## src/rtl/flash_rb_pkg.sv

```systemverilog
// Package: shared types for the flash reset / ready-busy sequencer.
// Assumes: op_mode encoding is fixed by the command state machine.
package flash_rb_pkg;

    // Gate sequencing states
    typedef enum logic [1:0] {
        ST_RUN      = 2'd0,  // bus open
        ST_HOLD     = 2'd1,  // reset accepted, pin still low
        ST_RECOVER  = 2'd2,  // counting the recovery window
        ST_WAIT_RDY = 2'd3   // waiting for ready/busy release
    } frb_state_t;

    // Operating modes reported by the command state machine
    typedef enum logic [1:0] {
        OPM_READ     = 2'd0,
        OPM_AUTOSEL  = 2'd1,
        OPM_SUSPEND  = 2'd2,
        OPM_PROGERAS = 2'd3
    } frb_mode_t;

    // Longer of two recovery intervals
    function automatic int unsigned frb_max(input int unsigned a, input int unsigned b);
        return (a > b) ? a : b;
    endfunction

endpackage

```

## src/rtl/frb_pin_filter.sv

```systemverilog
// Module: frb_pin_filter
// Synchronises the asynchronous reset pin and measures how long it stays low
// with a saturating counter. hold_met flags the sample that completes
// HOLD_CYC consecutive low samples.
// Assumes: SYNC_STAGES >= 1, HOLD_CYC >= 1.
module frb_pin_filter #(
    parameter int unsigned SYNC_STAGES = 2,
    parameter int unsigned HOLD_CYC    = 8
) (
    input  logic clk,
    input  logic rst_n,
    input  logic pin_n,
    output logic pin_low_s,
    output logic hold_met
);

    localparam int unsigned CNT_W = $clog2(HOLD_CYC + 1);

    logic [SYNC_STAGES-1:0] sync_q;
    logic [CNT_W-1:0]       low_cnt;

    // Synchroniser chain, one flop per stage
    generate
        for (genvar s = 0; s < SYNC_STAGES; s++) begin : g_sync
            if (s == 0) begin : g_first
                // First stage samples the pad
                always_ff @(posedge clk) begin
                    if (!rst_n) sync_q[0] <= 1'b1;
                    else        sync_q[0] <= pin_n;
                end
            end else begin : g_next
                // Later stages shift the sampled value along
                always_ff @(posedge clk) begin
                    if (!rst_n) sync_q[s] <= 1'b1;
                    else        sync_q[s] <= sync_q[s-1];
                end
            end
        end
    endgenerate

    assign pin_low_s = ~sync_q[SYNC_STAGES-1];

    // Saturating count of consecutive low samples
    always_ff @(posedge clk) begin
        if (!rst_n)                          low_cnt <= '0;
        else if (!pin_low_s)                 low_cnt <= '0;
        else if (low_cnt != CNT_W'(HOLD_CYC)) low_cnt <= low_cnt + 1'b1;
    end

    assign hold_met = pin_low_s && (low_cnt == CNT_W'(HOLD_CYC - 1));

endmodule

```

## src/rtl/frb_recovery.sv

```systemverilog
// Module: frb_recovery
// Counts the recovery window after the reset pin is released. The count
// restarts whenever run drops. done is high on the last cycle of the window.
// Assumes: REC_CYC >= 1.
module frb_recovery #(
    parameter int unsigned REC_CYC = 20
) (
    input  logic clk,
    input  logic rst_n,
    input  logic run,
    output logic done
);

    localparam int unsigned CNT_W = $clog2(REC_CYC + 1);

    logic [CNT_W-1:0] rec_cnt;

    // Count cycles while run is held; clear otherwise
    always_ff @(posedge clk) begin
        if (!rst_n)    rec_cnt <= '0;
        else if (!run) rec_cnt <= '0;
        else if (done) rec_cnt <= '0;
        else           rec_cnt <= rec_cnt + 1'b1;
    end

    assign done = run && (rec_cnt == CNT_W'(REC_CYC - 1));

endmodule

```

## src/rtl/frb_rb_drive.sv

```systemverilog
// Module: frb_rb_drive
// Drives the open-drain ready/busy output, raises the abort request when
// lockout hits a running operation, and keeps the sticky invalid-data flag.
// Assumes: op_mode 3 means program/erase in progress; clr is the internal
// reset pulse. Setting the flag takes priority over clearing it.
module frb_rb_drive
    import flash_rb_pkg::*;
(
    input  logic       clk,
    input  logic       rst_n,
    input  logic       pe_busy,
    input  logic [1:0] op_mode,
    input  logic       lockout,
    input  logic       clr,
    output logic       rb_oe,
    output logic       pe_abort,
    output logic       data_bad
);

    logic running;
    logic kill;

    assign running = pe_busy && (op_mode == OPM_PROGERAS);
    assign kill    = running && lockout;

    // Pull the shared line low while an operation runs
    always_ff @(posedge clk) begin
        if (!rst_n) rb_oe <= 1'b0;
        else        rb_oe <= running;
    end

    // Abort request to the program/erase engine
    always_ff @(posedge clk) begin
        if (!rst_n) pe_abort <= 1'b0;
        else        pe_abort <= kill;
    end

    // Sticky invalid-data flag, cleared by the internal reset
    always_ff @(posedge clk) begin
        if (!rst_n)    data_bad <= 1'b0;
        else if (kill) data_bad <= 1'b1;
        else if (clr)  data_bad <= 1'b0;
    end

endmodule

```

## src/rtl/flash_rstbusy_ctrl.sv

```systemverilog
// Module: flash_rstbusy_ctrl (top)
// Accepts a hardware reset only after a long enough low on the pin and
// pulses core_reset once. It gates the bus until the pin is released, the
// longer recovery interval has passed and ready/busy is released. It also
// drives ready/busy and handles supply lockout.
// Assumes: inputs other than reset_pin_n are synchronous to clk.
module flash_rstbusy_ctrl
    import flash_rb_pkg::*;
#(
    parameter int unsigned SYNC_STAGES = 2,
    parameter int unsigned HOLD_CYC    = 8,
    parameter int unsigned REC_A_CYC   = 12,
    parameter int unsigned REC_B_CYC   = 20
) (
    input  logic       clk,
    input  logic       rst_n,
    input  logic       reset_pin_n,
    input  logic       pe_busy,
    input  logic [1:0] op_mode,
    input  logic       lockout,
    input  logic       rd_req,
    input  logic       wr_req,
    output logic       rb_oe,
    output logic       rb_dat,
    output logic       core_reset,
    output logic       bus_en,
    output logic       rd_go,
    output logic       wr_go,
    output logic       pe_abort,
    output logic       data_bad
);

    localparam int unsigned REC_CYC = frb_max(REC_A_CYC, REC_B_CYC);

    frb_state_t state, state_nx;
    logic       pin_low_s;
    logic       hold_met;
    logic       rec_run;
    logic       rec_done;
    logic       accept;

    frb_pin_filter #(
        .SYNC_STAGES (SYNC_STAGES),
        .HOLD_CYC    (HOLD_CYC)
    ) i_filter (
        .clk       (clk),
        .rst_n     (rst_n),
        .pin_n     (reset_pin_n),
        .pin_low_s (pin_low_s),
        .hold_met  (hold_met)
    );

    assign rec_run = (state == ST_RECOVER) && !pin_low_s;

    frb_recovery #(
        .REC_CYC (REC_CYC)
    ) i_recovery (
        .clk   (clk),
        .rst_n (rst_n),
        .run   (rec_run),
        .done  (rec_done)
    );

    frb_rb_drive i_rbdrv (
        .clk      (clk),
        .rst_n    (rst_n),
        .pe_busy  (pe_busy),
        .op_mode  (op_mode),
        .lockout  (lockout),
        .clr      (core_reset),
        .rb_oe    (rb_oe),
        .pe_abort (pe_abort),
        .data_bad (data_bad)
    );

    assign accept = (state == ST_RUN) && hold_met;

    // Next-state decode for the bus gate
    always_comb begin
        state_nx = state;
        unique case (state)
            ST_RUN:      if (hold_met) state_nx = ST_HOLD;
            ST_HOLD:     if (!pin_low_s) state_nx = ST_RECOVER;
            ST_RECOVER:  if (pin_low_s) state_nx = ST_HOLD;
                         else if (rec_done) state_nx = ST_WAIT_RDY;
            ST_WAIT_RDY: if (pin_low_s) state_nx = ST_HOLD;
                         else if (!rb_oe) state_nx = ST_RUN;
            default:     state_nx = ST_HOLD;
        endcase
    end

    // Gate state register
    always_ff @(posedge clk) begin
        if (!rst_n) state <= ST_RUN;
        else        state <= state_nx;
    end

    // One-cycle internal reset on acceptance
    always_ff @(posedge clk) begin
        if (!rst_n) core_reset <= 1'b0;
        else        core_reset <= accept;
    end

    assign bus_en = (state == ST_RUN);
    assign rd_go  = rd_req && bus_en;
    assign wr_go  = wr_req && bus_en && !lockout;
    assign rb_dat = 1'b0;

endmodule

```

## config.mk

```make
export PLATFORM = sky130hd
export DESIGN_NAME = flash_rstbusy_ctrl
export DESIGN_NICKNAME = d
export VERILOG_FILES = /design/src/rtl/flash_rb_pkg.sv /design/src/rtl/frb_pin_filter.sv /design/src/rtl/frb_recovery.sv /design/src/rtl/frb_rb_drive.sv /design/src/rtl/flash_rstbusy_ctrl.sv
export SDC_FILE = /design/constraint.sdc
export NUM_CORES = 1
export LEC_CHECK = 0
export BUFFER_PORTS_ARGS = -buffer_cell sky130_fd_sc_hd__buf_4
export CAP_MARGIN = 30
export CELL_PAD_IN_SITES_DETAIL_PLACEMENT = 0
export CELL_PAD_IN_SITES_GLOBAL_PLACEMENT = 2
export CORE_ASPECT_RATIO = 0.6
export CORE_MARGIN = 2
export CORE_UTILIZATION = 30
export DETAILED_ROUTE_END_ITERATION = 12
export PLACE_DENSITY_LB_ADDON = 0.1
export SLEW_MARGIN = 0
export SYNTH_ARGS = -nofsm -noshare
export SYNTH_HDL_FRONTEND = slang
export SYNTH_HIERARCHICAL = 1
export SYNTH_SLANG_ARGS = --single-unit
export TNS_END_PERCENT = 20
```

## constraint.sdc

```tcl
create_clock -name clk -period 4.4 [get_ports clk]
set_input_delay 0.66 -clock clk [delete_from_list [all_inputs] [get_ports clk]]
set_output_delay 0.66 -clock clk [all_outputs]
set_load 0.1 [all_outputs]
```

==> impl_table.tex <==
\begin{tabular}{lr}
\hline
Metric & Value \\
\hline
\multicolumn{2}{l}{\textbf{Clock tree}} \\
\quad Count of cells resized by post-cts repair & 0 \\
\quad Clock network latency to the later pin of the worst-skew pair & 250 ps \\
\quad Cts bufs inserted & 3 \\
\quad CTS Hold Buffers Added & 0 \\
\quad Clock tree sinks & 17 \\
\quad Post-CTS setup repair buffer count & 0 \\
\quad Largest buffer count on any clock path & 2 \\
\quad H-Tree Level Count & 1 \\
\quad Root Driver & clkbuf\_8 \\
\quad Clk slew on worst S/H paths & 60 ps \\
\quad Clock tree from TritonCTS & done \\
\multicolumn{2}{l}{\textbf{STA}} \\
\quad Setup TNS after final layout & 0 ps \\
\quad Final setup slack of the worst path & 2420 ps \\
\quad Max Slew Vio Count & 0 \\
\quad Setup repair after global routing missed its margin & false \\
\quad Number of setup violations in the final report & 0 \\
\quad Fmax & 505 MHz \\
\quad Clk\_skew & 1.36 ps \\
\quad Final-report hold violation count & 0 \\
\quad Final worst path period share & 45.0\% \\
\quad Crit path time final & 1980 ps \\
\multicolumn{2}{l}{\textbf{Power and ir drop}} \\
\quad Power density over cell area & 314 nW/um\^{}2 \\
\quad Worst voltage drop across the vdd grid & 134 uV \\
\quad Leak pwr & 0.419 nW \\
\multicolumn{2}{l}{\textbf{Global routing}} \\
\quad Total congestion overflow & 0 \\
\quad Pin count of the biggest net entering global routing & 16 \\
\quad Global-route wire length before repair & 2.54 mm \\
\quad Initial antenna violation count & 0 \\
\quad Vias in the first global route & 542 \\
\quad Total GRT Usage & 11.4\% \\
\multicolumn{2}{l}{\textbf{Synth}} \\
\quad Yosys top cell by area & dfxtp\_1 \\
\quad Predominant post-synthesis flop cell & dfxtp\_1 \\
\quad Area fraction of the dominant cell type after synthesis & 44.1\% \\
\quad Share of the yosys chip area belonging to registers & 44.1\% \\
\quad Synth async-reset ratio & 0\% \\
\quad Post-synthesis xor/xnor area fraction & 4.54\% \\
\quad Most common cell in the synthesized netlist & dfxtp\_1 \\
\quad Share of the synthesized area in compound gates (AO/OA/AOI/OAI) & 2.59\% \\
\quad Post-synthesis share of cell area spent on full adders, half adders and majority gates & 4.86\% \\
\quad Count of different cell masters after synthesis & 29 \\
\quad Post-Syn Area per Cell & 10.7 um\^{}2 \\
\quad Number of enable-type register cells in the synthesized netlist & 0 \\
\quad Cell types with the largest area share after synthesis & dfxtp\_1 (44\%), ha\_1 (4.9\%), nand3b\_1 (4.9\%), mux2i\_1 (3.9\%), nor2\_1 (3.4\%) \\
\quad Synthesis warning total & 6 \\
\quad Combinational family with the most area after synthesis & simple AND/OR/NAND/NOR gates \\
\quad Nets in the synthesized netlist & 84 \\
\quad Flip-flop and latch count after synthesis & 17 \\
\quad Summed instance area of the synthesized netlist & 772 um\^{}2 \\
\quad Synth Instances & 72 \\
\quad Post-synthesis share of cell area spent on and, or, nand and nor gates & 34.2\% \\
\quad Cell types with the highest counts after synthesis & dfxtp\_1 (17), nor2\_1 (7), inv\_1 (6) \\
\quad Multiplexer area fraction after synthesis & 5.35\% \\
\multicolumn{2}{l}{\textbf{Layout}} \\
\quad Number of fill cells in the layout & 248 \\
\quad Final design utilization & 39.2\% \\
\quad Share of layout cells above drive strength 1 & 28.9\% \\
\quad Storage cell area & 340 um\^{}2 \\
\quad Final net count & 103 \\
\quad Multi-input combinational cell area & 408 um\^{}2 \\
\quad Fin cells & 122 \\
\quad Number of antenna diodes & 0 \\
\quad Area growth syn-to-layout & 25.4\% \\
\multicolumn{2}{l}{\textbf{Floorplan}} \\
\quad Number of standard-cell rows in the floorplan & 14 \\
\quad Initial standard-cell utilization of the core & 31.3\% \\
\quad Standard cell core area & 2470 um\^{}2 \\
\quad Die span in x & 69.5 um \\
\quad Overall die height & 43.3 um \\
\quad Area of the die & 3010 um\^{}2 \\
\quad I/O pin count & 17 \\
\multicolumn{2}{l}{\textbf{Setup path}} \\
\quad Data required time of the worst path & 3740 ps \\
\quad Critical path class & reg2out \\
\quad Crit Path Max Fanout & 7 \\
\quad Startpoint types & flop \\
\quad Crit end category & output pin \\
\quad Cells on worst reg2reg path & 5 \\
\quad Crit path arrival time & 1320 ps \\
\multicolumn{2}{l}{\textbf{Detailed routing}} \\
\quad Router iterations before antenna repair & 4 \\
\quad WL final & 1.42 mm \\
\quad Violation count after the first detailed-route iteration & 37 \\
\quad Via count normalized by instance count & 4.48 \\
\quad DRC Markers & 0 \\
\quad Antenna violation net count after detailed routing & 0 \\
\quad Routed len/inst & 11.6 um \\
\quad Vias after detailed routing & 547 \\
\multicolumn{2}{l}{\textbf{Outcome}} \\
\quad Result of the run & finished clean \\
\multicolumn{2}{l}{\textbf{Run}} \\
\quad Max-cap violations & 0 \\
\multicolumn{2}{l}{\textbf{Place}} \\
\quad Weighted congestion at the end of routability-driven global placement & 0.659 \\
\quad Number of placed instances with taps included & 118 \\
\quad Port buffer count & 15 \\
\quad Final HPWL DP & 1.07 mm \\
\quad Placement-stage worst setup slack & 2440 ps \\
\multicolumn{2}{l}{\textbf{Worst hold path}} \\
\quad Cells on Worst Hold Path & 1 \\
\quad Path type of the worst min-delay path & reg2reg \\
\hline
\end{tabular}
==> cell families (layout without fill, tap and decap cells) <==
group	after synthesis	after routing
other	1	1
adder cells (fa/ha/maj)	3	3
flip-flops	17	17
AO/OA/AOI/OAI	2	2
AND/OR/NAND/NOR	34	34
buffers and inverters	7	25
multiplexers	4	4
XOR/XNOR	4	4
==> cell type report <==
cell class,count,area share (%)
multi-input cells,48,42.1
repair buffers,15,11.6
flip-flops and latches,17,35.1
well taps,32,4.13
inverters,6,2.33
clock buffers,4,4.65
==> flip-flops by register name (all words and copies together), names as in the netlist <==
name	flops
i_recovery/rec_cnt	5
i_filter/low_cnt	4
i_filter/sync_q	2
state	2
core_reset	1
i_rbdrv/data_bad	1
i_rbdrv/pe_abort	1
i_rbdrv/rb_oe	1
==> path summary, 6_finish.rpt <==
| check | from | end | slack (ps) |
|---|---|---|---|
| max | state[0] | rd_go | 2420 |
| min | i_filter/sync_q[0] | i_filter/sync_q[1] | 410 |
| max reg2reg | i_recovery/rec_cnt[0] | state[0] | 2730 |
| min reg2reg | i_filter/sync_q[0] | i_filter/sync_q[1] | 410 |
==> per-stage QoR <==
stage	total power, mW	instance area (um^2)	hold slack, ps
final	0.304	968	411
after global routing	0.321	968	431
after CTS	0.312	968	418
after detailed placement	0.194	923	402
after global placement	0.193	923	398
after floorplan	0.182	778	385
==> placed cells by master (no fill, tap or decap) <==
| cell | synthesis | routed |
|---|---|---|
| dfxtp_1 | 17 | 17 |
| buf_4 | 1 | 15 |
| nor2_1 | 7 | 7 |
| inv_1 | 6 | 6 |
| nand3b_1 | 5 | 5 |
| or3b_1 | 3 | 3 |
| clkbuf_8 | 0 | 3 |
| mux2i_1 | 3 | 3 |
| nand3_1 | 3 | 3 |
| ha_1 | 3 | 3 |
| nor4b_2 | 1 | 2 |
| or2b_1 | 2 | 2 |
| xnor2_1 | 2 | 2 |
| xor2_1 | 2 | 2 |
| nor3b_1 | 1 | 1 |
| and2_1 | 1 | 1 |
| mux2_2 | 1 | 1 |
| or4b_1 | 1 | 1 |
| o2111a_1 | 1 | 1 |
| and3b_2 | 1 | 1 |
| nor4b_1 | 2 | 1 |
| and3_1 | 1 | 1 |
| conb_1 | 1 | 1 |
| clkbuf_1 | 0 | 1 |
| nor4bb_1 | 1 | 1 |
| and3b_1 | 1 | 1 |
| nand4_2 | 1 | 1 |
| o21ai_2 | 1 | 1 |
| and4bb_1 | 1 | 1 |
| and2_2 | 1 | 1 |
| nand3b_4 | 1 | 1 |
==> where the power goes <==
group	internal [mW]	leakage, nW	switching (mW)
sequential	0.156	0.138	0.00172
clock	0.0642	0.0228	0.0502
combinational	0.00985	0.259	0.0226
==> worst max-delay path, stage by stage, from the launching register on <==
cell and delay (ps):
dfxtp_1 370, nor2_1 250, and2_1 170, buf_4 280
==> metal layers <==
layer | track usage [%] | routed length (um)
met1 | 15.4 | 752
met2 | 15.2 | 582
met3 | 6.18 | 71
met4 | 3.53 | 11
met5 | 0 | 0
No activity file was read; power rests on OpenSTA's default activity.
